<file path="config.mk">
export PLATFORM = sky130hd
export DESIGN_NAME = pte_inv_engine
export DESIGN_NICKNAME = d
export VERILOG_FILES = /design/src/rtl/pte_inv_pkg.sv /design/src/rtl/pte_inv_cmd.sv /design/src/rtl/pte_inv_match.sv /design/src/rtl/pte_inv_lines.sv /design/src/rtl/pte_inv_engine.sv
export SDC_FILE = /design/constraint.sdc
export NUM_CORES = 2
export LEC_CHECK = 0
export ABC_AREA = 1
export BUFFER_PORTS_ARGS = -buffer_cell sky130_fd_sc_hd__buf_2
export CORE_UTILIZATION = 55
export CTS_CLUSTER_SIZE = 12
export DETAILED_ROUTE_END_ITERATION = 10
export PLACE_DENSITY = 0.73
export SETUP_SLACK_MARGIN = 0.05
export SYNTH_ARGS = -nofsm -noshare
export SYNTH_HDL_FRONTEND = slang
export SYNTH_SLANG_ARGS = --single-unit
</file>
<file path="constraint.sdc">
create_clock -name clk -period 4.3 [get_ports clk]
set_clock_uncertainty 0.2 [all_clocks]
set_input_delay 1.29 -clock clk [delete_from_list [all_inputs] [get_ports clk]]
set_output_delay 1.29 -clock clk [all_outputs]
set_load 0.005 [all_outputs]
</file>
<file path="src/rtl/pte_inv_pkg.sv">
package pte_inv_pkg;
    localparam int CMD_W    = 64;
    localparam int CNT_W    = 11;
    localparam int CNT_LSB  = 53;
    localparam int TAG_LSB  = 3;
    localparam int TAG_W    = 39;
    localparam int ECNT_W   = CNT_W + 1;
    localparam int MAX_ENT  = 1 << CNT_W;

    typedef enum logic [0:0] {
        ST_IDLE  = 1'b0,
        ST_SWEEP = 1'b1
    } inv_state_e;
endpackage

</file>
<file path="src/rtl/pte_inv_cmd.sv">
module pte_inv_cmd
    import pte_inv_pkg::*;
(
    input  logic              clk,
    input  logic              rst_n,
    input  logic              load,
    input  logic [CMD_W-1:0]  wdata,
    output logic [CMD_W-1:0]  cmd_q,
    output logic [TAG_W-1:0]  start_tag,
    output logic [ECNT_W-1:0] ent_cnt
);
    logic [CNT_W-1:0] raw_cnt;

    always_ff @(posedge clk) begin
        if (!rst_n)
            cmd_q <= '0;
        else if (load)
            cmd_q <= wdata;
    end

    always_comb begin
        raw_cnt   = cmd_q[CNT_LSB +: CNT_W];
        start_tag = cmd_q[TAG_LSB +: TAG_W];
        ent_cnt   = (raw_cnt == '0) ? ECNT_W'(MAX_ENT) : {1'b0, raw_cnt};
    end
endmodule

</file>
<file path="src/rtl/pte_inv_match.sv">
module pte_inv_match
    import pte_inv_pkg::*;
(
    input  logic [TAG_W-1:0]  tag,
    input  logic [TAG_W-1:0]  start_tag,
    input  logic [ECNT_W-1:0] ent_cnt,
    output logic              hit
);
    logic [TAG_W:0] lo, hi, t;

    always_comb begin
        t   = {1'b0, tag};
        lo  = {1'b0, start_tag};
        hi  = lo + (TAG_W + 1)'(ent_cnt);
        hit = (t >= lo) && (t < hi);
    end
endmodule

</file>
<file path="src/rtl/pte_inv_lines.sv">
module pte_inv_lines
    import pte_inv_pkg::*;
#(
    parameter int LINES = 16,
    parameter int IDX_W = $clog2(LINES)
) (
    input  logic                        clk,
    input  logic                        rst_n,
    input  logic                        fill_en,
    input  logic [IDX_W-1:0]            fill_idx,
    input  logic [TAG_W-1:0]            fill_tag,
    input  logic                        clr_en,
    input  logic [IDX_W-1:0]            clr_idx,
    output logic [LINES-1:0]            valid_o,
    output logic [LINES-1:0][TAG_W-1:0] tag_o
);
    for (genvar g = 0; g < LINES; g++) begin : g_line
        always_ff @(posedge clk) begin
            if (!rst_n) begin
                valid_o[g] <= 1'b0;
                tag_o[g]   <= '0;
            end else if (fill_en && fill_idx == IDX_W'(g)) begin
                valid_o[g] <= 1'b1;
                tag_o[g]   <= fill_tag;
            end else if (clr_en && clr_idx == IDX_W'(g)) begin
                valid_o[g] <= 1'b0;
            end
        end
    end
endmodule

</file>
<file path="src/rtl/pte_inv_engine.sv">
module pte_inv_engine
    import pte_inv_pkg::*;
#(
    parameter int LINES = 16,
    parameter int IDX_W = $clog2(LINES)
) (
    input  logic             clk,
    input  logic             rst_n,
    input  logic             cmd_we,
    input  logic [63:0]      cmd_wdata,
    output logic [63:0]      cmd_rdata,
    input  logic             fill_en,
    input  logic [IDX_W-1:0] fill_idx,
    input  logic [38:0]      fill_tag,
    output logic [LINES-1:0] line_valid
);
    localparam logic [IDX_W-1:0] LAST_IDX = IDX_W'(LINES - 1);

    inv_state_e              state_q, state_d;
    logic [IDX_W-1:0]        idx_q, idx_d;
    logic                    busy, load, launch, fill_ok, clr_en, hit;
    logic [CMD_W-1:0]        cmd_q;
    logic [TAG_W-1:0]        start_tag;
    logic [ECNT_W-1:0]       ent_cnt;
    logic [LINES-1:0][TAG_W-1:0] tags;

    // state register
    always_ff @(posedge clk) begin
        if (!rst_n) begin
            state_q <= ST_IDLE;
            idx_q   <= '0;
        end else begin
            state_q <= state_d;
            idx_q   <= idx_d;
        end
    end

    // next state and outputs
    always_comb begin
        state_d = state_q;
        idx_d   = idx_q;
        busy    = 1'b0;
        load    = 1'b0;
        launch  = 1'b0;
        fill_ok = 1'b0;
        clr_en  = 1'b0;
        unique case (state_q)
            ST_IDLE: begin
                load    = cmd_we;
                launch  = cmd_we && cmd_wdata[0];
                fill_ok = fill_en;
                if (launch) begin
                    state_d = ST_SWEEP;
                    idx_d   = '0;
                end
            end
            ST_SWEEP: begin
                busy   = 1'b1;
                clr_en = hit;
                if (idx_q == LAST_IDX) begin
                    state_d = ST_IDLE;
                    idx_d   = '0;
                end else begin
                    idx_d = idx_q + 1'b1;
                end
            end
            default: state_d = ST_IDLE;
        endcase
    end

    pte_inv_cmd u_cmd (
        .clk       (clk),
        .rst_n     (rst_n),
        .load      (load),
        .wdata     (cmd_wdata),
        .cmd_q     (cmd_q),
        .start_tag (start_tag),
        .ent_cnt   (ent_cnt)
    );

    pte_inv_lines #(.LINES(LINES), .IDX_W(IDX_W)) u_lines (
        .clk      (clk),
        .rst_n    (rst_n),
        .fill_en  (fill_ok),
        .fill_idx (fill_idx),
        .fill_tag (fill_tag),
        .clr_en   (clr_en),
        .clr_idx  (idx_q),
        .valid_o  (line_valid),
        .tag_o    (tags)
    );

    pte_inv_match u_match (
        .tag       (tags[idx_q]),
        .start_tag (start_tag),
        .ent_cnt   (ent_cnt),
        .hit       (hit)
    );

    assign cmd_rdata = {cmd_q[CMD_W-1:1], busy};
endmodule

</file>
Word level (Yosys, flattened, before mapping)
Index checks and enable logic that the tools add are counted.
Storage, ports and cells
  register bits after elaboration: 709
  bits in latches: 0
  bits in writable memories: 0
  ROM bits: 0
  input port bits: 111
  output and inout port bits: 80
  memories kept: 0
Operators by class
  add/subtract/negate cells: 2
  multipliers: 0
  div/mod/pow operators: 0
  $lt $le $gt $ge: 3
  equality and inequality tests: 31
  shift operators: 0
  mux-type cells: 45
  bitwise gates (word level): 1
  reduce and logical (&&, ||, !) cells: 53
Operators with widths (count)
  $bmux W39 S4: 1
  $eq A4 B4 Y1 const B: 16
  $add A39 B12 Y40: 1
  $lt A39 B40 Y1: 1
  $ge A39 B39 Y1: 1
  $mux W39: 1
  $mux W1: 38
  $logic_and A1 B1 Y1: 34
  $eq A4 B3 Y1 const B: 8
  $reduce_bool A2 Y1: 16
  $eq A4 B2 Y1 const B: 4
  $mux W12: 1
  $logic_not A11 Y1: 1
  $eq A4 B1 Y1 const B: 2
  $logic_not A4 Y1: 2
  $mux W4: 2
  $pmux W4 S2: 1
  $lt A4 B5 Y1 const B: 1
  $add A4 B1 Y4 const B: 1
  $ne A2 B2 Y1 const B: 1
  $pmux W1 S2: 1
  $not A1 Y1: 1

Longest topological paths before layout
  word-level depth: 9
  gate-level depth with buffers: 30
  mapped depth without buffers: 28

Cells and area by module
Synthesis repeated with hierarchy kept, for this count alone.
Second synthesis, totals
  cells, all modules: 6433
  area, all modules: 38843.5 um2
Modules (own cells, without submodules)
  pte_inv_lines: instances 1, cells an instance 3588, area each 24424.7 um2
  pte_inv_engine: instances 1, cells an instance 1926, area each 8284.2 um2
  pte_inv_match: instances 1, cells an instance 582, area each 3472.1 um2
  pte_inv_cmd: instances 1, cells an instance 337, area each 2662.6 um2

Worst setup path after synthesis
Ideal clock, no wire load.
  kind: flip-flop to flip-flop
  start: reg u_cmd.cmd_q[57]
  end: reg u_lines.valid_o[10]
  setup time: 0.141 ns
  arrival: 3.440 ns
  data required time: 3.959 ns
  slack: 0.520 ns
  stages on the path, launching flop included: 25
  clock period less this slack: 3.780 ns
  cell sequence: dfxtp_1 > nor4_1 > nand2_1 > nor4_1 > ha_1 > nand2_1 > nor2_4 > nand2_1 > nand2_1 > a31oi_1 > nor4_1 > nand4_1 > xor2_1 > ha_1 > nand2_1 > nor2_1 > a211oi_1 > nor2_2 > nor2_2 > nand3_2 > nor2_8 > buf_12 > nand3_2 > nand2_2 > a21oi_2
Between the ends
  cells in the longest elaborated chain, start to end: 8
Ends and longest elaborated chain
  from (decl): line pte_inv_cmd.sv:8  | output logic [CMD_W-1:0] cmd_q,
  from (signal assigned): line pte_inv_cmd.sv:18  | cmd_q <= wdata;
  $logic_not A11 Y1: line pte_inv_cmd.sv:24  | ent_cnt = (raw_cnt == '0) ? ECNT_W'(MAX_ENT) : {1'b0, raw_cnt};
  $mux W12 (*): line pte_inv_cmd.sv:24
  $add A39 B12 Y40 (*): line pte_inv_match.sv:14  | hi = lo + (TAG_W + 1)'(ent_cnt);
  $lt A39 B40 Y1 (*): line pte_inv_match.sv:15  | hit = (t >= lo) && (t < hi);
  $logic_and A1 B1 Y1 (*): line pte_inv_match.sv:15
  $mux W1 (*): line pte_inv_engine.sv:47  | unique case (state_q)
  $logic_and A1 B1 Y1 (*): line pte_inv_lines.sv:25  | end else if (clr_en && clr_idx == IDX_W'(g)) begin
  $reduce_bool A2 Y1 (no line) (*)
  to (signal, indexed assignment): line pte_inv_lines.sv:20  | valid_o[g] <= 1'b0;
  to (signal, indexed assignment): line pte_inv_lines.sv:23  | valid_o[g] <= 1'b1;
  to (signal, indexed assignment): line pte_inv_lines.sv:26  | valid_o[g] <= 1'b0;
  to (decl): line pte_inv_lines.sv:14  | output logic [LINES-1:0] valid_o,
Mark *: on every way between the ends. The rest lies on a longest branch, timed or not.
A chain may end at the register's enable or synchronous reset.

Worst setup path in the final report
  start: reg u_cmd.cmd_q[56]
  end: reg u_lines.valid_o[8]
Same word-level chain as after synthesis.

==> results.md <==
* Core ar. at 0.0592 mm²
* Layout cells sized above 1 at 0.112
* EDFF count, synth at 0
* First-pass DRT Iterations at 9
* Yosys Warn Count at 0
* Setup crit end kind: flip-flop
* Worst hold path type: flip-flop to flip-flop
* Post-synth top area share at 0.428
* Vias in the first global route at about 28,000
* Peak Freq at approximately 230 MHz
* Remaining Overflow, GRT at 0
* Avg Inst Size Synth at between 7 and 8 µm²
* Yosys reg bits at approximately 710
* Clk sinks at 708
* Wire length per cell at around 20 µm
* Synth-to-Final Area Change at 12.3%
* Gr usage total at 0.336
* Final Net Count at 4,756
* Fin. Hold Viols at 0
* Antenna Violating Nets Remaining at 0
* Cell taking the most area after synthesis: dfxtp_1
* Final RePlAce weighted congestion at approximately 0.9
* Slowest-stage cell, CP: dfxtp_4
* CTS Buf Count at 76
* Worst slack, placed at -0.0686 ns
* Mapped Cells at ~4,600
* Setup TNS at 0 ns
* H-tree depth at 3
* Synth Cell Area at about 0.033 mm²
* Port bufs at between 150 and 200
* Max-slew violation count at 0
* Vias per cell at between 5 and 6
* Post-route minimum period at roughly 4.3 ns
* Crit path arrival time at about 4.6 ns
* Initial antenna violation count at 15
* Most frequent cell after synthesis: o21ai_0
* RSZ-0062 raised after global routing: true
* Static leakage at roughly 14 nW
* Post-synthesis mux area share at 0
* VDD IR max at roughly 0.00032 V
* Post-synth ARST share at 0
* Clock slew at the register clock pins of the worst setup and hold paths at about 0.06 ns
* Main combinational cell family by area after synthesis: compound AO/OA/AOI/OAI gates
* Worst rel slew slack at 0.484
* Hold_buf cts at 0
* Total Wirelength at roughly 110,000 µm
* Outcome: complete, but fails checks
* Synth Net Count at around 4,800
* PwrDens at 404 mW/mm²
* Worst endpoint required time at 4.58 ns
* Library cells used by synthesis at between 40 and 50
* Clk root buf: clkbuf_16
* Startpoint Class: flip-flop
* Vias at between 30,000 and 40,000
* Clock Latency Late Sink at around 0.62 ns
* Final Setup Violations at 0
* Synth Area in XOR/XNOR at 0.0101
* Top cells by area, synth: dfxtp_1, o21ai_0, a21oi_1
* Worst Tran Pin Value at 0.772 ns
* Synth Area in Adders at 0.0358
* Die X at around 250 µm
* WS Path Type: flip-flop to flip-flop
* Crit path largest cell delay at 0.35 ns
* Final worst slack at approximately 0.033 ns
* CTS tree: done
* Primary FF master, synth: dfxtp_1
* Post-synthesis simple-gate area fraction at 0.122
* Post-route DRC at 4
* # rows at 89
* Final Cycle Share at 0.992
* Die height at 247 µm
* Clock Path Buffers at 3
* Initial core utilization at 0.559
* Largest net degree at the start of global routing at ~170
* Die area at just over 0.06 mm²
* DR iter-0 viols at 3,015
* Failing checks: DRC
* Io pins at between 150 and 200
* Sequential share of the synthesized area at 0.428
* Most frequent cells after synthesis: o21ai_0, a21oi_1, dfxtp_1, nor2_1, inv_1
* Max Cap Violations at 0
* HPWL after detailed placement at ~62,000 µm
* Post-synthesis compound-gate area fraction at 0.302
* Crit-path most repeated cell: nand2_2
* First-pass GRT wire length at between 150,000 and 200,000 µm
* Peak fanout along the critical path at 8
timing repair:
| item | in CTS | in global routing |
|---|---|---|
| pin swaps | 0 | 22 |
| setup endpoints to repair | 16 | 16 |
| gates cloned | 0 | 2 |
| setup buffers | 0 | 7 |
| gates resized for setup | 2 | 35 |
power breakdown:
part | internal, mW | switching [mW] | leakage, nW
logic | 0.634 | 1.23 | 7.11
registers | 6.73 | 0.102 | 5.74
clock network | 3.64 | 2.69 | 1.17
sequential cells by signal, summed over array words and instances (netlist names):
signal	count
state_q	1
u_lines.valid_o	16
idx_q	4
u_lines.tag_o	624
u_cmd.cmd_q	63
per-stage QoR:
stage / utilization / cell area, µm² / power (mW) / cells / hold WS (ns)
floorplan: - / 33100 / 8.17 / 4585 / 0.220
global placement: 0.583 / 34500 / 8.72 / 5237 / 0.228
detailed placement: 0.583 / 34500 / 8.75 / 5237 / 0.233
CTS: 0.623 / 36900 / 15.0 / 5367 / 0.242
global route: 0.627 / 37200 / 15.6 / 5378 / 0.255
finish: 0.627 / 37200 / 15.0 / 5382 / 0.240
cell type report:
type                       count  area (µm²)
fill                        5431       22100
multi-input combinational   3026       15800
sequential                   708       14200
clock buffer                 113        2220
timing repair buffer         285        2080
inverter                     454        1710
tap                          773         967
clock inverter                17         150
antenna                        6        15.0
worst max-delay path: cells and delay by family (launching register included):
kind	cells	cell delay, ns
compound gates	3	0.21
xor+xnor	1	0.14
fa+ha+maj	2	0.55
buf+inv	3	0.48
flops	1	0.35
simple gates	16	2.17
layer usage:
| layer | global-route usage | up-vias | routed length (µm) |
|---|---|---|---|
| li1 | - | 15270 | - |
| met1 | 0.459 | 14301 | 45400 |
| met2 | 0.536 | 1350 | 47800 |
| met3 | 0.0559 | 226 | 9010 |
| met4 | 0.112 | 2 | 3110 |
| met5 | 0 | - | 13 |
worst paths after layout:
check | start | end | slack [ns] | cells after the start
hold / removal | u_lines.tag_o[316] | u_lines.tag_o[316] | 0.24 | 2
setup reg to reg | u_cmd.cmd_q[56] | u_lines.valid_o[8] | 0.03 | 25
hold reg to reg | u_lines.tag_o[316] | u_lines.tag_o[316] | 0.24 | 2
setup / recovery | u_cmd.cmd_q[56] | u_lines.valid_o[8] | 0.03 | 25
cell usage in the layout, fill, tap and decap left out, types with 21 or more instances in the layout:
cell and count:
xor2_1 33, buf_12 31, clkbuf_16 80, buf_2 189, o21ai_0 973, clkbuf_1 22, a2111o_1 38, a21oi_1 862
nand2_2 31, nand3_1 65, nand2_1 176, dfxtp_1 703, o21ai_1 27, nor2_1 594, buf_4 62, nand4_1 21
inv_1 438, ha_1 92
cells by family (layout without fill, tap and decap cells):
family	count (synthesis)	in the layout
AOI/OAI and AO/OA	1931	1931
and+or+nand+nor	962	963
buffers and inverters	852	869
DFF	708	708
adders and majority gates	94	94
xor gates and xnor gates	38	38
other	0	6
No activity file was read; power rests on OpenSTA's default activity.
